`config.mk`:
```
export PLATFORM = sky130hd
export DESIGN_NAME = shared_bus_arbiter
export DESIGN_NICKNAME = d
export VERILOG_FILES = /design/src/rtl/arb_pkg.sv /design/src/rtl/arb_prio_enc.sv /design/src/rtl/arb_split_mask.sv /design/src/rtl/arb_master_pipe.sv /design/src/rtl/shared_bus_arbiter.sv
export SDC_FILE = /design/constraint.sdc
export NUM_CORES = 1
export LEC_CHECK = 0
export ABC_AREA = 1
export CAP_MARGIN = 5
export CORE_MARGIN = 1.5
export CORE_UTILIZATION = 47
export CTS_BUF_LIST = sky130_fd_sc_hd__clkbuf_16
export DETAILED_ROUTE_END_ITERATION = 8
export PLACE_DENSITY_LB_ADDON = 0.3
export SYNTH_ARGS = -nofsm -noshare
export SYNTH_HDL_FRONTEND = slang
export SYNTH_SLANG_ARGS = --single-unit
```
`constraint.sdc`:
```
create_clock -name clk -period 2.8 [get_ports clk]
set_input_delay 0.28 -clock clk [delete_from_list [all_inputs] [get_ports clk]]
set_output_delay 0.28 -clock clk [all_outputs]
set_load 0.005 [all_outputs]
```
`src/rtl/arb_pkg.sv`:
```
package arb_pkg;
    localparam int NUM_M = 4;
    localparam int IDX_W = $clog2(NUM_M);
    localparam int MID_W = 4;
    localparam int RESP_W = 2;

    typedef logic [IDX_W-1:0] mid_t;

    localparam mid_t DEFAULT_M = 2'd1;
    localparam mid_t DUMMY_M   = 2'd0;
    localparam logic [RESP_W-1:0] RESP_SPLIT = 2'b11;

    // winners from highest to lowest priority
    localparam mid_t PRIO_ORDER [NUM_M] = '{2'd3, 2'd0, 2'd2, 2'd1};

    typedef enum logic [0:0] {
        ST_ARB  = 1'b0,
        ST_PARK = 1'b1
    } arb_state_e;
endpackage

```
`src/rtl/arb_prio_enc.sv`:
```
module arb_prio_enc
    import arb_pkg::*;
(
    input  logic [NUM_M-1:0] req_i,
    output mid_t             win_o
);
    always_comb begin
        win_o = DEFAULT_M;
        // walk from lowest to highest priority, later hits overwrite
        for (int k = NUM_M - 1; k >= 0; k--) begin
            if (req_i[PRIO_ORDER[k]]) begin
                win_o = PRIO_ORDER[k];
            end
        end
    end
endmodule

```
`src/rtl/arb_split_mask.sv`:
```
module arb_split_mask
    import arb_pkg::*;
(
    input  logic             clk,
    input  logic             rst_n,
    input  logic             set_en_i,
    input  mid_t             set_id_i,
    input  logic [NUM_M-1:0] clr_i,
    output logic [NUM_M-1:0] mask_o
);
    logic [NUM_M-1:0] set_vec;

    for (genvar g = 0; g < NUM_M; g++) begin : g_set
        assign set_vec[g] = set_en_i && (set_id_i == mid_t'(g));
    end

    always_ff @(posedge clk or negedge rst_n) begin
        if (!rst_n) begin
            mask_o <= '0;
        end else begin
            // set is applied after clear so it wins on a collision
            mask_o <= (mask_o & ~clr_i) | set_vec;
        end
    end
endmodule

```
`src/rtl/arb_master_pipe.sv`:
```
module arb_master_pipe
    import arb_pkg::*;
(
    input  logic clk,
    input  logic rst_n,
    input  logic advance_i,
    input  mid_t grant_d_i,
    input  logic force_dummy_i,
    input  logic lock_now_i,
    output mid_t grant_o,
    output mid_t addr_o,
    output mid_t data_o,
    output logic data_lock_o
);
    logic addr_lock_q;

    always_ff @(posedge clk or negedge rst_n) begin
        if (!rst_n) begin
            grant_o     <= DEFAULT_M;
            addr_o      <= DEFAULT_M;
            data_o      <= DEFAULT_M;
            addr_lock_q <= 1'b0;
            data_lock_o <= 1'b0;
        end else if (advance_i) begin
            grant_o     <= grant_d_i;
            addr_o      <= force_dummy_i ? DUMMY_M : grant_o;
            data_o      <= addr_o;
            addr_lock_q <= lock_now_i;
            data_lock_o <= addr_lock_q;
        end
    end
endmodule

```
`src/rtl/shared_bus_arbiter.sv`:
```
module shared_bus_arbiter
    import arb_pkg::*;
(
    input  logic              clk,
    input  logic              rst_n,
    input  logic [NUM_M-1:0]  req_i,
    input  logic [NUM_M-1:0]  lock_i,
    input  logic              hready_i,
    input  logic [RESP_W-1:0] hresp_i,
    input  logic [NUM_M-1:0]  hsplit_i,
    output logic [NUM_M-1:0]  hgrant_o,
    output logic [MID_W-1:0]  hmaster_o,
    output logic              hmastlock_o
);
    arb_state_e       st_q, st_d;
    mid_t             park_q;
    mid_t             winner, grant_d;
    mid_t             grant_q, addr_q, data_q;
    logic             data_lock_q;
    logic [NUM_M-1:0] mask_q;
    logic [NUM_M-1:0] req_open;
    logic             split_ev, split_locked, park_free, parked;

    assign split_ev     = !hready_i && (hresp_i == RESP_SPLIT);
    assign split_locked = split_ev && data_lock_q;
    assign req_open     = req_i & ~mask_q;
    assign park_free    = !mask_q[park_q];
    assign parked       = (st_q == ST_PARK);

    arb_prio_enc u_enc (
        .req_i (req_open),
        .win_o (winner)
    );

    arb_split_mask u_mask (
        .clk      (clk),
        .rst_n    (rst_n),
        .set_en_i (split_ev),
        .set_id_i (data_q),
        .clr_i    (hsplit_i),
        .mask_o   (mask_q)
    );

    arb_master_pipe u_pipe (
        .clk           (clk),
        .rst_n         (rst_n),
        .advance_i     (hready_i),
        .grant_d_i     (grant_d),
        .force_dummy_i (parked),
        .lock_now_i    (hmastlock_o),
        .grant_o       (grant_q),
        .addr_o        (addr_q),
        .data_o        (data_q),
        .data_lock_o   (data_lock_q)
    );

    // next-state and next-grant decision
    always_comb begin
        st_d    = st_q;
        grant_d = grant_q;
        unique case (st_q)
            ST_ARB: begin
                grant_d = hmastlock_o ? grant_q : winner;
                if (split_locked) begin
                    st_d = ST_PARK;
                end
            end
            ST_PARK: begin
                grant_d = park_free ? park_q : DUMMY_M;
                if (hready_i && park_free) begin
                    st_d = ST_ARB;
                end
            end
            default: begin
                st_d = ST_ARB;
            end
        endcase
    end

    // state register
    always_ff @(posedge clk or negedge rst_n) begin
        if (!rst_n) begin
            st_q   <= ST_ARB;
            park_q <= DEFAULT_M;
        end else begin
            st_q <= st_d;
            if (split_locked) begin
                park_q <= data_q;
            end
        end
    end

    // outputs
    always_comb begin
        hgrant_o          = '0;
        hgrant_o[grant_q] = 1'b1;
        hmaster_o         = {{(MID_W-IDX_W){1'b0}}, addr_q};
        hmastlock_o       = !parked && lock_i[grant_q];
    end
endmodule

```
==> qor.yml <==
outcome:
  status: "finished clean"
timing:
  min_period_ps: 1980
  rsz0062_at_grt: "no"
  slew_headroom: 0.562
  hold_violations: 0
  setup_tns_ps: 0
  slew_violations: 0
  fmax_mhz: 504
  setup_viol: 0
  hold_slack_ps: 440
  tightest_slew_ps: 655
  period_share: 0.709
  fin_worst_skew_ps: 3.74
job:
  timing.max_cap.violations: 0
finish:
  layout_commonest_cell: "nand2_1"
  syn_to_final_growth_pct: 38.0
  drive_gt1_frac: 0.109
  num-nets-final: 146
  final_cell_mix: "nand2_1 (40), clkdlybuf4s50_1 (22), inv_1 (15)"
  num_antenna_cells: 0
  fill_cells: 134
global_route:
  grt.total_usage: 0.200
  first_global_vias: 644
  grt_pass1_wl_um: 2740
  antenna_found_initial: 0
  grt_max_degree: 16
  grt_overflow_total: 0
place:
  dp_hpwl_um: 1250
  gp_congestion: 0.767
  port_buffers: 22
clock_tree:
  clk_latency_ps: 250
  holdBufCountCts: 0
  htreeDepth: 1
  clk_pin_slew_worst_paths_ps: 50
  root_buffer: "clkbuf_16"
  postCtsResizedCells: 0
  cts_num_sinks: 15
  cts_buffer_depth: 2
  cts_buffers: 3
  cts_tree: "yes"
  post_cts_buffers: 0
floorplanning:
  dieHeight_um: 44.0
  rows: 14
  initial_utilization: 0.512
  die_area_um2: 1930
  die_w_um: 44.0
  ios: 26
  core_um2: 1540
hold_path:
  hp-class: "input pin to async pin"
setup_path:
  crit_required_ps: 2520
  critPathLaunchType: "register"
  reg2reg_depth: 8
  max_stage_delay_ps: 590
  ff2ff_setup_slack_ps: 1530
  r2r_start: "u_pipe.grant_o[0]"
  slowest_stage: "dfstp_2"
  path_cells: "inv_2, nand2_1, nand2_1, nand2_1, nand2_1, nand2_2, inv_1, clkdlybuf4s50_1"
  worstSetupEndpointType: "output port"
  r2r_end: "u_pipe.addr_lock_q"
  crit_arrival_ps: 1700
  critPathMaxFanout: 7
  crit_type: "register to output port"
  critical_path.most_common_cell: "nand2_1"
pwr:
  p_per_area_nw_per_um2: 953
  p_leak_uw: 0.000541
  power_uw: 1040
  ir_worst_vdd_uv: 573
logic_synthesis:
  ys_warn_count: 0
  synth_cells: 104
  avgSynthCellArea_um2: 7.59
  synth_area_um2: 790
  ys_seq_elements: 15
  yosysUniqueCellTypes: 20
  synth.yosys.seq_area_share: 0.482
drt:
  dr.pass1.iters: 4
  drt_iter0_markers: 13
  detail-route-antenna-nets: 0
  routedWlPerCell_um: 11.5
  routed_wl_um: 1650
  vias: 730
  drc: 0
  vias_per_cell: 5.07
==> flip-flops by register name (all words and copies together) (netlist names) <==
name / cells
u_mask.mask_o: 4
u_pipe.addr_o: 2
parked: 1
u_pipe.grant_o: 2
park_q: 2
u_pipe.addr_lock_q: 1
u_pipe.data_lock_o: 1
u_pipe.data_o: 2
==> how the worst max path moves through the flow <==
stage	to	from
final	hmastlock_o	u_pipe.grant_o[0]
after CTS	hmastlock_o	u_pipe.grant_o[0]
after global routing	hmastlock_o	u_pipe.grant_o[0]
after floorplan	hmastlock_o	u_pipe.grant_o[0]
after global placement	hmastlock_o	lock_i[3]
after detailed placement	hmastlock_o	lock_i[3]
==> cell type report <==
type	instances	area (um^2)	share of cell area
clock buffers	3	75.1	0.0689
clock inverters	1	3.75	0.00344
inverters	18	82.6	0.0758
multi-input cells	69	308	0.282
flip-flops and latches	15	380	0.349
well taps	16	20.0	0.0184
repair buffers	22	220	0.202
==> metrics by stage <==
| step | setup slack (ps) | util | cell area [um^2] | std cells |
|---|---|---|---|---|
| 6_report | 815 | 0.707 | 1090 | 144 |
| 3_3_place_gp | 939 | 0.656 | 1010 | 140 |
| 2_1_floorplan | 1590 | - | 793 | 105 |
| 4_1_cts | 813 | 0.707 | 1090 | 144 |
| 3_5_place_dp | 932 | 0.656 | 1010 | 140 |
| 5_1_grt | 707 | 0.707 | 1090 | 144 |
==> logic make-up after synthesis <==
group | share of synthesized area
AOI/OAI and AO/OA | 0.103
DFF | 0.482
buffers and inverters | 0.133
other | 0.00475
and+or+nand+nor | 0.277
==> cell usage after synthesis <==
library cell | count | area (um^2)
o21ai_1 | 1 | 5.00
dfrtp_1 | 11 | 275
inv_2 | 2 | 7.51
nand2_2 | 2 | 12.5
o32ai_1 | 2 | 17.5
conb_1 | 1 | 3.75
buf_4 | 3 | 22.5
inv_1 | 14 | 52.6
o21ai_0 | 4 | 20.0
nor2_1 | 5 | 18.8
clkinv_2 | 1 | 5.00
nand2_1 | 40 | 150
nor2_2 | 1 | 6.26
o21a_1 | 1 | 7.51
dfstp_2 | 4 | 105
bufinv_8 | 1 | 17.5
o22ai_1 | 4 | 25.0
a31oi_1 | 1 | 6.26
nand3_1 | 5 | 25.0
nand4_1 | 1 | 6.26
==> where the power goes <==
group | internal [uW] | total (uW) | switching (uW) | leakage [uW]
clock network | 189 | 274 | 85.3 | 0.0000423
logic | 206 | 378 | 172 | 0.000314
registers | 311 | 387 | 75.6 | 0.000185
==> worst max-delay path, delay by kind of cell, from the launching register on <==
kind	cells	cell delay [ps]
flops	1	590
buf+inv	3	540
simple gates	5	320
==> layer usage <==
metal	up-vias	routed length, um	global-route usage
met5	-	0	0
met2	24	767	0.291
met4	0	24	0.0727
met1	332	764	0.272
met3	5	94	0.0750
li1	369	-	-
No activity file was read; power rests on OpenSTA's default activity.
